`src/rtl/slv_arb_pkg.sv`:
```
package slv_arb_pkg;
  typedef enum logic [1:0] {
    ST_IDLE = 2'd0,
    ST_RUN  = 2'd1,
    ST_WON  = 2'd2,
    ST_LOST = 2'd3
  } arb_st_e;
endpackage

```
`src/rtl/arb_bit_sel.sv`:
```
module arb_bit_sel #(
  parameter int ADDR_W = 4
) (
  input  logic              clk_i,
  input  logic              rst_ni,
  input  logic              load_i,
  input  logic              step_i,
  input  logic [ADDR_W-1:0] addr_i,
  output logic              cur_bit_o,
  output logic              last_bit_o
);
  localparam int IDX_W = (ADDR_W > 1) ? $clog2(ADDR_W) : 1;
  localparam logic [IDX_W-1:0] IDX_TOP = IDX_W'(ADDR_W - 1);

  logic [ADDR_W-1:0] addr_q;
  logic [IDX_W-1:0]  idx_q;

  always_ff @(negedge clk_i or negedge rst_ni) begin
    if (!rst_ni) begin
      addr_q <= '0;
      idx_q  <= '0;
    end else if (load_i) begin
      addr_q <= addr_i;
      idx_q  <= IDX_TOP;
    end else if (step_i) begin
      idx_q  <= idx_q - 1'b1;
    end
  end

  assign cur_bit_o  = addr_q[idx_q];
  assign last_bit_o = (idx_q == '0);

  AST_IDX_IN_RANGE: assert property (@(negedge clk_i) disable iff (!rst_ni)
    int'(idx_q) < ADDR_W);
  AST_STEP_DOWN: assert property (@(negedge clk_i) disable iff (!rst_ni)
    step_i && !load_i |=> idx_q == $past(idx_q) - 1'b1);
endmodule

```
`src/rtl/arb_ctrl.sv`:
```
module arb_ctrl
  import slv_arb_pkg::*;
(
  input  logic    clk_i,
  input  logic    rst_ni,
  input  logic    start_i,
  input  logic    part_i,
  input  logic    sdata_i,
  input  logic    cur_bit_i,
  input  logic    last_bit_i,
  output logic    load_o,
  output logic    step_o,
  output arb_st_e state_o
);
  arb_st_e state_q, state_d;
  logic    match;

  assign match  = (sdata_i == cur_bit_i);
  assign load_o = start_i & part_i;
  assign step_o = (state_q == ST_RUN) & ~start_i & match & ~last_bit_i;

  always_comb begin
    state_d = state_q;
    if (start_i) begin
      state_d = part_i ? ST_RUN : ST_LOST;
    end else if (state_q == ST_RUN) begin
      if (!match)          state_d = ST_LOST;
      else if (last_bit_i) state_d = ST_WON;
    end
  end

  always_ff @(negedge clk_i or negedge rst_ni) begin
    if (!rst_ni) state_q <= ST_IDLE;
    else         state_q <= state_d;
  end

  assign state_o = state_q;

  AST_MISMATCH_DROP: assert property (@(negedge clk_i) disable iff (!rst_ni)
    state_q == ST_RUN && !start_i && sdata_i != cur_bit_i |=> state_q == ST_LOST);
  AST_LAST_MATCH_WIN: assert property (@(negedge clk_i) disable iff (!rst_ni)
    state_q == ST_RUN && !start_i && last_bit_i && sdata_i == cur_bit_i |=> state_q == ST_WON);
  AST_START_ENTERS: assert property (@(negedge clk_i) disable iff (!rst_ni)
    start_i && part_i |=> state_q == ST_RUN);
endmodule

```
`src/rtl/arb_drive.sv`:
```
module arb_drive
  import slv_arb_pkg::*;
(
  input  arb_st_e state_i,
  input  logic    cur_bit_i,
  output logic    sdata_o,
  output logic    sdata_oe_o,
  output logic    won_o,
  output logic    lost_o
);
  // wired-OR line: only 1s are driven, 0s leave the line to the keeper
  assign sdata_oe_o = (state_i == ST_RUN) & cur_bit_i;
  assign sdata_o    = sdata_oe_o;
  assign won_o      = (state_i == ST_WON);
  assign lost_o     = (state_i == ST_LOST);
endmodule

```
`src/rtl/slv_addr_arb.sv`:
```
module slv_addr_arb
  import slv_arb_pkg::*;
#(
  parameter int ADDR_W = 4
) (
  input  logic              clk_i,
  input  logic              rst_ni,
  input  logic              start_i,
  input  logic              part_i,
  input  logic [ADDR_W-1:0] addr_i,
  input  logic              sdata_i,
  output logic              sdata_o,
  output logic              sdata_oe_o,
  output logic              won_o,
  output logic              lost_o
);
  logic    load, step, cur_bit, last_bit;
  arb_st_e state;

  arb_bit_sel #(.ADDR_W(ADDR_W)) u_bit_sel (
    .clk_i      (clk_i),
    .rst_ni     (rst_ni),
    .load_i     (load),
    .step_i     (step),
    .addr_i     (addr_i),
    .cur_bit_o  (cur_bit),
    .last_bit_o (last_bit)
  );

  arb_ctrl u_ctrl (
    .clk_i      (clk_i),
    .rst_ni     (rst_ni),
    .start_i    (start_i),
    .part_i     (part_i),
    .sdata_i    (sdata_i),
    .cur_bit_i  (cur_bit),
    .last_bit_i (last_bit),
    .load_o     (load),
    .step_o     (step),
    .state_o    (state)
  );

  arb_drive u_drive (
    .state_i    (state),
    .cur_bit_i  (cur_bit),
    .sdata_o    (sdata_o),
    .sdata_oe_o (sdata_oe_o),
    .won_o      (won_o),
    .lost_o     (lost_o)
  );

  AST_FLAGS_EXCL: assert property (@(negedge clk_i) disable iff (!rst_ni)
    !(won_o && lost_o));
  AST_SILENT_WHEN_DONE: assert property (@(negedge clk_i) disable iff (!rst_ni)
    (won_o || lost_o) |-> !sdata_oe_o);
  AST_LOST_HOLD: assert property (@(negedge clk_i) disable iff (!rst_ni)
    lost_o && !start_i |=> lost_o);
  AST_WON_HOLD: assert property (@(negedge clk_i) disable iff (!rst_ni)
    won_o && !start_i |=> won_o);
  AST_NO_PART_LOST: assert property (@(negedge clk_i) disable iff (!rst_ni)
    start_i && !part_i |=> lost_o && !sdata_oe_o);
  AST_DRIVE_ONES: assert property (@(negedge clk_i) disable iff (!rst_ni)
    sdata_oe_o |-> sdata_o);
endmodule

```
`config.mk`:
```
export PLATFORM = sky130hd
export DESIGN_NAME = slv_addr_arb
export DESIGN_NICKNAME = d
export VERILOG_FILES = /design/src/rtl/slv_arb_pkg.sv /design/src/rtl/arb_bit_sel.sv /design/src/rtl/arb_ctrl.sv /design/src/rtl/arb_drive.sv /design/src/rtl/slv_addr_arb.sv
export SDC_FILE = /design/constraint.sdc
export NUM_CORES = 1
export LEC_CHECK = 0
export BUFFER_PORTS_ARGS = -buffer_cell sky130_fd_sc_hd__buf_2
export CORE_AREA = 2 2 39 41
export DETAILED_ROUTE_END_ITERATION = 8
export DIE_AREA = 0 0 41 43
export MAX_ROUTING_LAYER = met4
export PLACE_DENSITY = 0.61
export RECOVER_POWER = 100
export SETUP_SLACK_MARGIN = 0.4
export SYNTH_ARGS = -nofsm -noshare
export SYNTH_HDL_FRONTEND = slang
export SYNTH_SLANG_ARGS = --single-unit
```
`constraint.sdc`:
```
create_clock -name clk_i -period 2.5 [get_ports clk_i]
set_clock_uncertainty 0.1 [all_clocks]
set_input_delay 0.125 -clock clk_i [delete_from_list [all_inputs] [get_ports clk_i]]
set_output_delay 0.125 -clock clk_i [all_outputs]
set_load 0.1 [all_outputs]
```
==> results_dict.tcl, run 1 <==
set metrics [dict create \
    cts_sinks 8 \
    synth_mux_area_share_pct 21.9 \
    synth.net_count 46 \
    port_buffers 12 \
    place.gp.congestion 0.712 \
    setup_slack_ns -0.554 \
    whs_ns 0.361 \
    synth_compound_area_share_pct 6.80 \
    drtPass1Iterations 1 \
    cts_buffer_depth 2 \
    timing.rr.end "u_bit_sel.idx_q[1]" \
    power_density_nw_per_um2 651 \
    fin_nets 68 \
    cp.required_ns 2.28 \
    hold_viol 0 \
    cp.arrival_ns 2.83 \
    startpoint_type "register" \
    synth_top_family_by_area "multiplexers" \
    crit_type "register to primary output" \
    yosysMostFrequentCell "dfrtn_1" \
    yosysTopAreaCell "dfrtn_1" \
    routed_via_density 4.44 \
    fillers 136 \
    multi_input_area_um2 216 \
    drive_gt1_share_pct 46.4 \
    cts_max_level 1 \
    tns_ns -1.25 \
    ir_drop_mv 0.284 \
    leakagePower_nw 0.301 \
    violations "negative setup slack" \
    synth_async_sr_flop_share_pct 100 \
    grt_pass1_wl_um 1260 \
    cts_buffers 3 \
    yosysSeqAreaShare_pct 47.3 \
    drc 0 \
    netlist-cell-type-count 21 \
    hold_path_end "u_bit_sel.addr_q[2]" \
    synth_edf_count 0 \
    cts_root_buffer "clkbuf_4" \
    crit_fanout 2 \
    syn_to_final_growth_pct 50.3 \
    cts_tree "built" \
    rsz0062_at_grt "yes" \
    worstRegToRegCells 5 \
    slew_headroom_pct 73.0 \
    dieWidth_um 41 \
    worstHoldPathCells 1 \
    synthFlopType "dfrtn_1" \
    grt_pass1_vias 345 \
    rows 14 \
    antenna_left 0 \
    start_util_pct 30.6 \
    overflow 0 \
    finalSetupViolCount 4 \
    synthTopCellsByArea "dfrtn_1 47%, mux2_2 11%, mux4_2 5.3%" \
    core_area_um2 1380 \
    ios 13 \
    ff_latch_area_um2 200 \
    hp-class "register to register" \
    grt_max_degree 9 \
    worst_skew_pair.late_latency_ns 0.26 \
    antenna_found_initial 0 \
    reg2reg_from "u_bit_sel.idx_q[0]" \
    drv_cap 0 \
    grtUsageTotal_pct 11.2 \
    synth_xor_area_share_pct 2.07 \
    vias 320 \
    netlist_area_um2 423 \
    synthAdderAreaFrac_pct 2.96 \
    synth_commonest_cells "8 x dfrtn_1, 4 x mux2_2, 3 x nand2_1" \
    clkTransAtPathRegs_ns 0.04 \
    die_height_um 43 \
    status "finished, violations left" \
    die_area_um2 1760 \
    ys_ff_latch 8 \
    drt_iter0_markers 0 \
    ff2ff_setup_slack_ns 0.60 \
    end_kind "primary output" \
    syn_area_per_cell_um2 11.7 \
    dp.cells 67 \
    hp-start "u_bit_sel.addr_q[2]" \
    wl_per_cell_um 10.1 \
    yosysTopAreaCellShare_pct 47.3 \
    synthSimpleGateAreaFrac_pct 15.4 \
    routed_wl_um 725 \
    hold_buffers 0 \
    diodes 0 \
    yosys_warnings 0 \
    finalNonFillerCells 72 \
    netlist_instances 36 \
    drv_slew 0 \
    worst_slew_pin_slew_ns 0.404 \
]
-- final cells by class --
cell class / count / area share, %
flip-flops and latches: 8 / 31.5
repair buffers: 18 / 26.6
inverters: 2 / 1.18
clock buffers: 3 / 3.54
well taps: 16 / 3.15
multi-input cells: 25 / 34.1
-- routing by layer --
metal	up-vias	share of wire (%)	GRT usage (%)
met1	146	46	12.6
met5	-	0	-
li1	165	-	-
met3	0	5.7	1.57
met2	9	48	16.3
met4	0	0	10.0
-- registers in the layout, summed over array words and instances (netlist names) --
name and cells:
u_bit_sel.addr_q 4, u_ctrl.state_o 2, u_bit_sel.idx_q 2
-- worst max-delay path: stages (launching register included) --
cell,delay (ns)
dfrtn_1,0.42
mux4_2,0.52
and3b_4,0.22
buf_12,0.16
-- what timing repair did --
action / 4_1_cts / 5_1_grt
pin swaps: 2 / 0
hold endpoints to repair: 0 / 0
setup buffers: 2 / 0
endpoints found under the setup margin: 4 / 4
resized for setup: 11 / 0
-- placed cells by master (no fill, tap or decap) --
| cell | count |
|---|---|
| and2_4 | 1 |
| a21oi_1 | 1 |
| nor2b_4 | 1 |
| mux2i_1 | 1 |
| nor2_1 | 1 |
| buf_12 | 4 |
| nor3b_1 | 1 |
| clkbuf_4 | 3 |
| inv_1 | 2 |
| buf_4 | 4 |
| nand2_1 | 3 |
| a31oi_1 | 1 |
| nor2b_1 | 1 |
| nand3b_1 | 1 |
| dfrtn_1 | 8 |
| xnor2_1 | 1 |
| mux2_2 | 4 |
| buf_6 | 2 |
| clkbuf_1 | 3 |
| o21ai_0 | 2 |
| and3b_4 | 1 |
| mux4_2 | 1 |
| and3_1 | 1 |
| mux2_1 | 1 |
| a21o_1 | 1 |
| ha_1 | 1 |
| buf_2 | 5 |
-- power by group --
| group | total, mW | internal (mW) | leakage, nW | switching, mW |
|---|---|---|---|---|
| sequential | 0.158 | 0.148 | 0.0845 | 0.00986 |
| combinational | 0.163 | 0.0795 | 0.203 | 0.0837 |
| clock | 0.0925 | 0.0545 | 0.0138 | 0.0379 |
-- metrics by stage --
stage | power (mW) | setup WS [ns] | util, % | cell area [um2]
floorplan | 0.271 | -0.509 | - | 448
global placement | 0.310 | -0.387 | 41.0 | 568
detailed placement | 0.311 | -0.394 | 41.0 | 568
CTS | 0.430 | -0.569 | 46.8 | 648
global route | 0.440 | -0.607 | 45.9 | 636
finish | 0.414 | -0.554 | 45.9 | 636
-- logic make-up after synthesis --
logic type                 after synthesis
and+or+nand+nor                         11
AOI/OAI and AO/OA                        5
buffers and inverters                    3
xor gates and xnor gates                 1
muxes                                    7
adders and majority gates                1
DFF                                      8
-- worst max-delay path by stage --
stage | from | endpoint | cells past startpoint
floorplan | u_bit_sel.idx_q[0] | sdata_oe_o | 3
global placement | u_bit_sel.idx_q[0] | sdata_o | 3
detailed placement | u_bit_sel.idx_q[0] | sdata_oe_o | 3
CTS | u_bit_sel.idx_q[0] | sdata_oe_o | 3
global route | u_bit_sel.idx_q[0] | sdata_o | 3
finish | u_bit_sel.idx_q[0] | sdata_o | 3
No activity file was read; power rests on OpenSTA's default activity.
==> run 2, diff against run 1 <==
--- a/config.mk
+++ b/config.mk
@@ -11,7 +11,6 @@
 export DIE_AREA = 0 0 41 43
 export MAX_ROUTING_LAYER = met4
 export PLACE_DENSITY = 0.61
-export RECOVER_POWER = 100
 export SETUP_SLACK_MARGIN = 0.4
 export SYNTH_ARGS = -nofsm -noshare
 export SYNTH_HDL_FRONTEND = slang
==> run 2 against run 1 <==
The flow still finishes with violations (negative setup slack); sequential share of layout area shrank 0.61 points; clock power is essentially flat; combinational power grew 4%; first-iteration DRC count grew 1; critical path depth is the same; design area grew 2.0%; routed wire length grew 0.69%; non-clock buffer count is the same; critical path type unchanged; critical endpoint unchanged; largest power group unchanged.
==> results_dict.tcl, run 2 (synthesized netlist as in run 1, its figures left out) <==
set metrics [dict create \
    port_buffers 12 \
    drv_slew 0 \
    antenna_left 0 \
    placed_cell_area_um2 568 \
    cp.arrival_ns 2.83 \
    cp_slowest_cell "mux4_2" \
    slew_headroom_pct 78.3 \
    p_int_mw 0.287 \
    grt_max_degree 9 \
    wl_met2_um 350 \
    cts_tree "built" \
    drc 0 \
    cts_root_buffer "clkbuf_4" \
    startpoint_type "register" \
    top_layer "met3" \
    die_area_um2 1760 \
    antenna_found_initial 0 \
    power_density_nw_per_um2 648 \
    m1WireLength_um 334 \
    pwr-share-seq_pct 37.5 \
    routed_wl_um 730 \
    violations "negative setup slack" \
    crit_type "register to primary output" \
    grt_pass1_vias 345 \
    worst_skew_pair.late_latency_ns 0.25 \
    die_height_um 43 \
    cts_buffer_depth 2 \
    overflow 0 \
    ir_drop_mv 0.294 \
    switching_share_pct 31.7 \
    final_cell_mix "8 x buf_2, 8 x dfrtn_1, 4 x mux2_2, 4 x buf_12, 4 x buf_4" \
    critPathMaxStageDelay_ns 0.52 \
    hp-class "register to register" \
    fin_area_um2 648 \
    met3WireLength_um 45 \
    drtPass1Iterations 4 \
    status "finished, violations left" \
    cts_buffers 3 \
    routed_via_density 4.50 \
    grtUsageTotal_pct 11.2 \
    cp.required_ns 2.28 \
    leakagePower_nw 0.315 \
    rows 14 \
    end_kind "primary output" \
    fillers 132 \
    worst_slew_pin_slew_ns 0.324 \
    ios 13 \
    wl_per_cell_um 10.1 \
    total_power_mw 0.420 \
    drv_cap 0 \
    syn_to_final_growth_pct 53.3 \
    finalSetupViolCount 4 \
    fin_nets 68 \
    place.gp.congestion 0.712 \
    cts_max_level 1 \
    cts_sinks 8 \
    p_switching_mw 0.133 \
    clockPowerShare_pct 22.0 \
    start_util_pct 30.6 \
    largest_reg_flops 4 \
    core_area_um2 1380 \
    setup_slack_ns -0.553 \
    grt_pass1_wl_um 1260 \
    dieWidth_um 41 \
    clkTransAtPathRegs_ns 0.04 \
    comb_power_share_pct 40.5 \
    hold_viol 0 \
    drive_gt1_share_pct 57.1 \
    drt_iter0_markers 1 \
    rsz0062_at_grt "yes" \
    crit_fanout 2 \
    regMostFlops "u_bit_sel.addr_q" \
    path_cells "mux4_2 > and3b_4 > buf_12" \
    vias 324 \
    hold_buffers 0 \
    diodes 0 \
]
[run 2: changes by cell type in the layout (fill, tap and decap cells not counted)]
cell,before,now
nand2_2,0,2
buf_2,5,8
clkbuf_1,3,0
mux2_1,1,0
mux2_4,0,1
nand2_1,3,1
[run 2: cell type report]
cell class                 count  area, um2  share of cell area (%)
clock buffer                   3       22.5                    3.47
inverter                       2       7.51                    1.16
multi-input combinational     25        225                    34.7
sequential                     8        200                    30.9
tap                           16       20.0                    3.09
timing repair buffer          18        173                    26.6
[run 2: metal layers]
metal / up-vias / global-route usage, %
met5: - / -
met3: 0 / 1.57
met4: 0 / 10.0
met2: 9 / 16.3
met1: 150 / 12.6
li1: 165 / -
[run 2: metrics by stage]
| stage | cells | hold WS [ns] | utilization, % | setup TNS, ns | setup WS, ns |
|---|---|---|---|---|---|
| floorplan | 36 | 0.315 | - | -1.07 | -0.509 |
| global placement | 67 | 0.355 | 41.0 | -0.775 | -0.387 |
| detailed placement | 67 | 0.364 | 41.0 | -0.786 | -0.394 |
| CTS | 72 | 0.364 | 46.8 | -1.30 | -0.569 |
| global route | 72 | 0.389 | 46.8 | -1.46 | -0.607 |
| finish | 72 | 0.359 | 46.8 | -1.25 | -0.553 |
[run 2: final timing paths]
check                                      end  slack, ns                 from  cells after the start
max                                    sdata_o      -0.55   u_bit_sel.idx_q[0]                      3
min                        u_bit_sel.addr_q[2]       0.36  u_bit_sel.addr_q[2]                      1
max reg2reg                 u_bit_sel.idx_q[1]       0.68   u_bit_sel.idx_q[0]                      5
min reg2reg                u_bit_sel.addr_q[2]       0.36  u_bit_sel.addr_q[2]                      1
max in group asynchronous    u_ctrl.state_o[0]       1.37               rst_ni                      1
min in group asynchronous   u_bit_sel.idx_q[1]       0.74               rst_ni                      1
[run 2: power groups by stage]
stage / Combinational, mW / Clock, mW / Sequential [mW]
floorplan: 0.112 / 0 / 0.159
global placement: 0.150 / 0 / 0.159
detailed placement: 0.152 / 0 / 0.159
CTS: 0.172 / 0.0998 / 0.158
global route: 0.181 / 0.106 / 0.160
finish: 0.170 / 0.0923 / 0.158
[run 2: critical path: cells and delay by family (launching register included)]
family | cells | cell delay, ns
AND/OR/NAND/NOR | 1 | 0.22
buffers and inverters | 1 | 0.16
multiplexers | 1 | 0.52
flip-flops | 1 | 0.42
[run 2: repair_timing]
item                       in CTS  in global routing
resized for setup              11                  0
pin swaps                       2                  0
hold endpoints to repair        0                  0
buffers inserted                2                  0
setup endpoints to repair       4                  4
